**config.mk**
```make
export PLATFORM = sky130hd
export DESIGN_NAME = nand_ecc_acc
export DESIGN_NICKNAME = d
export VERILOG_FILES = /design/src/rtl/nand_ecc_pkg.sv /design/src/rtl/ecc_chunk_cnt.sv /design/src/rtl/ecc_par_acc.sv /design/src/rtl/ecc_code_reg.sv /design/src/rtl/nand_ecc_acc.sv
export SDC_FILE = /design/constraint.sdc
export NUM_CORES = 1
export LEC_CHECK = 0
export BUFFER_PORTS_ARGS = -buffer_cell sky130_fd_sc_hd__buf_2
export CAP_MARGIN = 20
export CORE_ASPECT_RATIO = 0.9
export CORE_MARGIN = 5
export CORE_UTILIZATION = 53
export DETAILED_ROUTE_END_ITERATION = 12
export PLACE_DENSITY = 0.8
export SKIP_LAST_GASP = 1
export SYNTH_ARGS = -nofsm -noshare
export SYNTH_HDL_FRONTEND = slang
export SYNTH_SLANG_ARGS = --single-unit
```
**constraint.sdc**
```tcl
create_clock -name clk_i -period 2.45 [get_ports clk_i]
set_clock_uncertainty 0.05 [all_clocks]
set_input_delay 0.245 -clock clk_i [delete_from_list [all_inputs] [get_ports clk_i]]
set_output_delay 0.245 -clock clk_i [all_outputs]
set_load 0.02 [all_outputs]
```
**src/rtl/nand_ecc_pkg.sv**
```systemverilog
package nand_ecc_pkg;
  localparam int CODE_W = 24;
  localparam int COL_W  = 6;

  // even/odd column parity pairs of one byte: [2j]=bitpos[j]==0, [2j+1]=bitpos[j]==1
  function automatic logic [COL_W-1:0] col_par(input logic [7:0] d);
    logic [COL_W-1:0] r;
    r = '0;
    for (int b = 0; b < 8; b++) begin
      for (int j = 0; j < 3; j++) begin
        if (b[j]) r[2*j+1] = r[2*j+1] ^ d[b];
        else      r[2*j]   = r[2*j]   ^ d[b];
      end
    end
    return r;
  endfunction
endpackage

```
**src/rtl/ecc_chunk_cnt.sv**
```systemverilog
module ecc_chunk_cnt #(
  parameter int IDX_W = 8
) (
  input  logic             clk_i,
  input  logic             rst_ni,
  input  logic             take_i,
  input  logic             clr_i,
  output logic [IDX_W-1:0] idx_o,
  output logic             last_o
);
  logic [IDX_W-1:0] cnt_q;

  always_ff @(posedge clk_i or negedge rst_ni) begin
    if (!rst_ni)     cnt_q <= '0;
    else if (clr_i)  cnt_q <= '0;
    else if (take_i) cnt_q <= cnt_q + 1'b1;
  end

  assign idx_o  = cnt_q;
  assign last_o = take_i & (&cnt_q);
endmodule

```
**src/rtl/ecc_par_acc.sv**
```systemverilog
module ecc_par_acc
  import nand_ecc_pkg::*;
#(
  parameter int IDX_W = 8,
  localparam int LINE_W = 2 * IDX_W,
  localparam int RAW_W  = LINE_W + COL_W
) (
  input  logic             clk_i,
  input  logic             rst_ni,
  input  logic             take_i,
  input  logic             clr_i,
  input  logic             last_i,
  input  logic [IDX_W-1:0] idx_i,
  input  logic [7:0]       data_i,
  output logic [RAW_W-1:0] sum_o
);
  logic [RAW_W-1:0] acc_q;
  logic [RAW_W-1:0] contrib;
  logic             byte_par;

  assign byte_par = ^data_i;

  for (genvar k = 0; k < IDX_W; k++) begin : g_line
    assign contrib[2*k]   = byte_par & ~idx_i[k];
    assign contrib[2*k+1] = byte_par &  idx_i[k];
  end
  assign contrib[RAW_W-1:LINE_W] = col_par(data_i);

  assign sum_o = acc_q ^ (take_i ? contrib : '0);

  always_ff @(posedge clk_i or negedge rst_ni) begin
    if (!rst_ni)                acc_q <= '0;
    else if (clr_i || last_i)   acc_q <= '0;
    else if (take_i)            acc_q <= sum_o;
  end
endmodule

```
**src/rtl/ecc_code_reg.sv**
```systemverilog
module ecc_code_reg
  import nand_ecc_pkg::*;
#(
  parameter int RAW_W           = 22,
  parameter int CHUNKS_PER_PAGE = 2,
  parameter int SPARE_W         = 8,
  parameter int CODE_BASE       = 10,
  localparam int SLOT_W = (CHUNKS_PER_PAGE > 1) ? $clog2(CHUNKS_PER_PAGE) : 1
) (
  input  logic               clk_i,
  input  logic               rst_ni,
  input  logic               cap_i,
  input  logic               clr_i,
  input  logic [RAW_W-1:0]   sum_i,
  output logic               cap_o,
  output logic [CODE_W-1:0]  raw_o,
  output logic [7:0]         code_b0_o,
  output logic [7:0]         code_b1_o,
  output logic [7:0]         code_b2_o,
  output logic [SLOT_W-1:0]  slot_o,
  output logic [SPARE_W-1:0] spare_off_o
);
  localparam logic [SLOT_W-1:0] SLOT_MAX = SLOT_W'(CHUNKS_PER_PAGE - 1);

  logic [CODE_W-1:0] raw_q;
  logic [CODE_W-1:0] fmt;
  logic [SLOT_W-1:0] nxt_q, slot_q;
  logic              cap_q;

  always_ff @(posedge clk_i or negedge rst_ni) begin
    if (!rst_ni) begin
      raw_q  <= '0;
      cap_q  <= 1'b0;
      nxt_q  <= '0;
      slot_q <= '0;
    end else begin
      cap_q <= cap_i;
      if (clr_i) nxt_q <= '0;
      else if (cap_i) begin
        raw_q  <= CODE_W'(sum_i);
        slot_q <= nxt_q;
        nxt_q  <= (nxt_q == SLOT_MAX) ? '0 : nxt_q + 1'b1;
      end
    end
  end

  assign fmt         = ~(raw_q << 2);
  assign raw_o       = raw_q;
  assign cap_o       = cap_q;
  assign code_b0_o   = fmt[23:16];
  assign code_b1_o   = fmt[15:8];
  assign code_b2_o   = fmt[7:0];
  assign slot_o      = slot_q;
  assign spare_off_o = SPARE_W'(CODE_BASE) + SPARE_W'(3) * SPARE_W'(slot_q);
endmodule

```
**src/rtl/nand_ecc_acc.sv**
```systemverilog
module nand_ecc_acc
  import nand_ecc_pkg::*;
#(
  parameter int CHUNK_BYTES     = 256,
  parameter int CHUNKS_PER_PAGE = 2,
  parameter int SPARE_W         = 8,
  parameter int CODE_BASE       = 10,
  localparam int IDX_W  = $clog2(CHUNK_BYTES),
  localparam int RAW_W  = 2 * IDX_W + COL_W,
  localparam int SLOT_W = (CHUNKS_PER_PAGE > 1) ? $clog2(CHUNKS_PER_PAGE) : 1
) (
  input  logic               clk_i,
  input  logic               rst_ni,
  input  logic               en_i,
  input  logic               clr_i,
  input  logic               vld_i,
  input  logic [7:0]         data_i,
  output logic               cap_o,
  output logic [CODE_W-1:0]  raw_o,
  output logic [7:0]         code_b0_o,
  output logic [7:0]         code_b1_o,
  output logic [7:0]         code_b2_o,
  output logic [SLOT_W-1:0]  slot_o,
  output logic [SPARE_W-1:0] spare_off_o
);
  logic             take;
  logic             last;
  logic [IDX_W-1:0] idx;
  logic [RAW_W-1:0] sum;

  assign take = vld_i & en_i & ~clr_i;

  ecc_chunk_cnt #(.IDX_W(IDX_W)) u_cnt (
    .clk_i(clk_i), .rst_ni(rst_ni), .take_i(take), .clr_i(clr_i),
    .idx_o(idx), .last_o(last)
  );

  ecc_par_acc #(.IDX_W(IDX_W)) u_acc (
    .clk_i(clk_i), .rst_ni(rst_ni), .take_i(take), .clr_i(clr_i),
    .last_i(last), .idx_i(idx), .data_i(data_i), .sum_o(sum)
  );

  ecc_code_reg #(
    .RAW_W(RAW_W), .CHUNKS_PER_PAGE(CHUNKS_PER_PAGE),
    .SPARE_W(SPARE_W), .CODE_BASE(CODE_BASE)
  ) u_reg (
    .clk_i(clk_i), .rst_ni(rst_ni), .cap_i(last), .clr_i(clr_i), .sum_i(sum),
    .cap_o(cap_o), .raw_o(raw_o), .code_b0_o(code_b0_o), .code_b1_o(code_b1_o),
    .code_b2_o(code_b2_o), .slot_o(slot_o), .spare_off_o(spare_off_o)
  );
endmodule

```
==> flow_summary.ini <==
[sta]
setup_viol = 0
hold_viol_final = 0
max_freq_mhz = 495
tightest_slew_ns = 0.653
fin_setup_tns_ns = 0
drv_slew = 0
relSlewSlack = 0.565
period_needed_ns = 2.02
rsz0062_at_grt = false
fin_crit_sh = 0.825

[synthesis]
syn_area_um2 = 2750
yosysSeqAreaShare = 0.501
ys_ff_latch = 55
synth_cell_types = 35
synth-compound-area-share = 0.157
synth-edff-count = 0
muxShareOfSynthArea = 0
synth_top_family_by_area = compound AO/OA/AOI/OAI gates
synthCells = 296
synth_flop_cell = dfrtp_1
avgSynthCellArea_um2 = 9.29
yosys_warnings = 0
synth_xor_area_frac = 0.101
synth-adder-area-share = 0.00455
synthArstFlopShare = 1.00
synthSimpleGateAreaFrac = 0.147

[floorplanning]
rows = 24
pin_count = 71
initial_core_util = 0.558
die_area_um2 = 6730
coreArea_um2 = 4920
die_h_um = 78.3
die_width_um = 85.9

[worst_setup_path]
slowest_stage = dfrtp_1
cp-start-kind = register
critPathKind = register to register
critPathMaxStageDelay_ns = 0.49
path_cells = ha_1 -> nand3_1 -> nor2_1 -> nand2_1 -> clkinv_1 -> buf_4 -> nor2_1 -> a31oi_1
end_kind = register
worst_path_most_repeated_cell = nor2_1
required_ns = 2.62
worstPathArrival_ns = 2.19
critical_path_peak_fanout = 34

[clock_tree]
cts_root_buf = clkbuf_8
htree_levels = 2
cts_resized = 0
clock_latency_ns = 0.30
cts_made_buffers = 5
cts.sinks = 55
clock_path_buffers = 2
cts_tree = yes
clk_pin_slew_ns = 0.09

[cells_and_area]
most-common-layout-cells = 61 x buf_2, 55 x dfrtp_1, 36 x nand2_1
utilization = 0.651
n_antenna_cell = 0
finalNetCount = 367
areaGrowthSynthToFinish_pct = 16.7
final_area_um2 = 3210
final_common_cell = buf_2
drive_gt1_frac = 0.223

[route]
via_per_inst = 5.25
wl_per_cell_um = 14.0
drt_iter0_markers = 146
drtAntennaViolNets = 0
routed_wl_mm = 5.85
dr_total_vias = 2200
drc = 0
drt_first_pass_iters = 4

[flow_run]
drv_cap = 0

[global_route]
antenna_found_initial = 0
grt_use_total = 0.186
grt_pass1_vias = 2113
grt_max_degree = 56
grt_pass1_wl_mm = 10.1
grt.overflow.total = 0

[pwr]
ir_worst_vdd_uv = 357
leakage_nw = 1.42
power.density_nw_per_um2 = 571

[place]
dpl_cell_area_um2 = 3080
dpl.hpwl_mm = 4.28
io_buffers = 61
finalWeightedCongestion = 0.882

[status]
status = finished, final reports clean

[hold_path]
hp-class = primary input to register
[metrics by stage]
stage / std cells / power (mW) / worst slack [ns] / hold WS (ns)
2_1_floorplan: 303 / 1.16 / 0.491 / -0.101
3_3_place_gp: 410 / 1.22 / 0.515 / 0.214
3_5_place_dp: 410 / 1.23 / 0.473 / 0.214
4_1_cts: 419 / 1.84 / 0.465 / 0.242
5_1_grt: 419 / 1.92 / 0.204 / 0.234
6_report: 419 / 1.83 / 0.429 / 0.245
[cell families after synthesis]
family,after synthesis
buffers and inverters,52
other,2
adder cells (fa/ha/maj),1
flip-flops,55
AO/OA/AOI/OAI,68
AND/OR/NAND/NOR,88
XOR/XNOR,30
[layout make-up]
class	count	area [µm²]
fillers	422	1720
flip-flops and latches	55	1380
multi-input cells	196	1160
repair buffers	68	373
inverters	27	101
clock buffers	6	82.6
well taps	65	81.3
clock inverters	2	35.0
[worst paths after layout]
check	startpoint	slack [ns]	cells after the start	end
setup / recovery	u_cnt.idx_o[1]	0.43	8	u_reg.raw_o[0]
hold / removal	clr_i	0.25	2	u_cnt.idx_o[4]
setup reg to reg	u_cnt.idx_o[1]	0.43	8	u_reg.raw_o[0]
hold reg to reg	u_acc.acc_q[1]	0.44	1	u_acc.acc_q[1]
max in group asynchronous	rst_ni	1.70	3	u_acc.acc_q[13]
min in group asynchronous	rst_ni	0.42	3	u_reg.raw_o[4]
[critical path, delay by kind of cell, from the launching register on]
family                     cells  cell delay, ns
AOI/OAI and AO/OA              1            0.17
buffers and inverters          2            0.37
and+or+nand+nor                4            0.63
adders and majority gates      1            0.22
DFF                            1            0.49
[sequential cells by signal (all words and copies together) (netlist names)]
register / flops
u_reg.raw_o: 22
u_reg.cap_o: 1
u_reg.nxt_q: 1
u_reg.slot_o: 1
u_cnt.idx_o: 8
u_acc.acc_q: 22
[metal layers]
layer	track usage	up-vias	wire length, µm	share of wire
met5	0	-	0	0
met2	0.280	88	2650	0.45
met1	0.268	1011	2660	0.45
met4	0.0617	0	72	0.012
li1	-	1095	-	-
met3	0.0387	6	466	0.080
[Yosys cell counts, drive strengths merged (2+ instances only)]
cell type  count  area (µm²)
nand4          2        12.5
or3            7        43.8
nand2b         7        43.8
o21ai         27         135
xnor2         28         260
o311ai         6        52.6
and3           2        12.5
clkbuf         9        33.8
nand2         36         135
inv           26        97.6
buf           16         105
o211ai         4        30.0
dfrtp         55        1380
o22ai          5        31.3
conb           2        7.51
a21oi          5        25.0
o32ai          5        43.8
nor2          22        82.6
o31ai         10        75.1
or4            2        15.0
nand3          6        35.0
a31oi          6        37.5
xor2           2        17.5
[power breakdown]
part | switching (mW) | leakage, nW | internal [mW]
Sequential | 0.0239 | 0.706 | 0.932
Clock | 0.285 | 0.0612 | 0.331
Combinational | 0.173 | 0.653 | 0.0874
Total | 0.482 | 1.42 | 1.35
[timing repair]
item	4_1_cts	5_1_grt
hold buffers	1	0
endpoints found under the setup margin	0	0
endpoints found under the hold margin	55	0
buffers inserted	0	0
(Power assumes the default switching activity.)
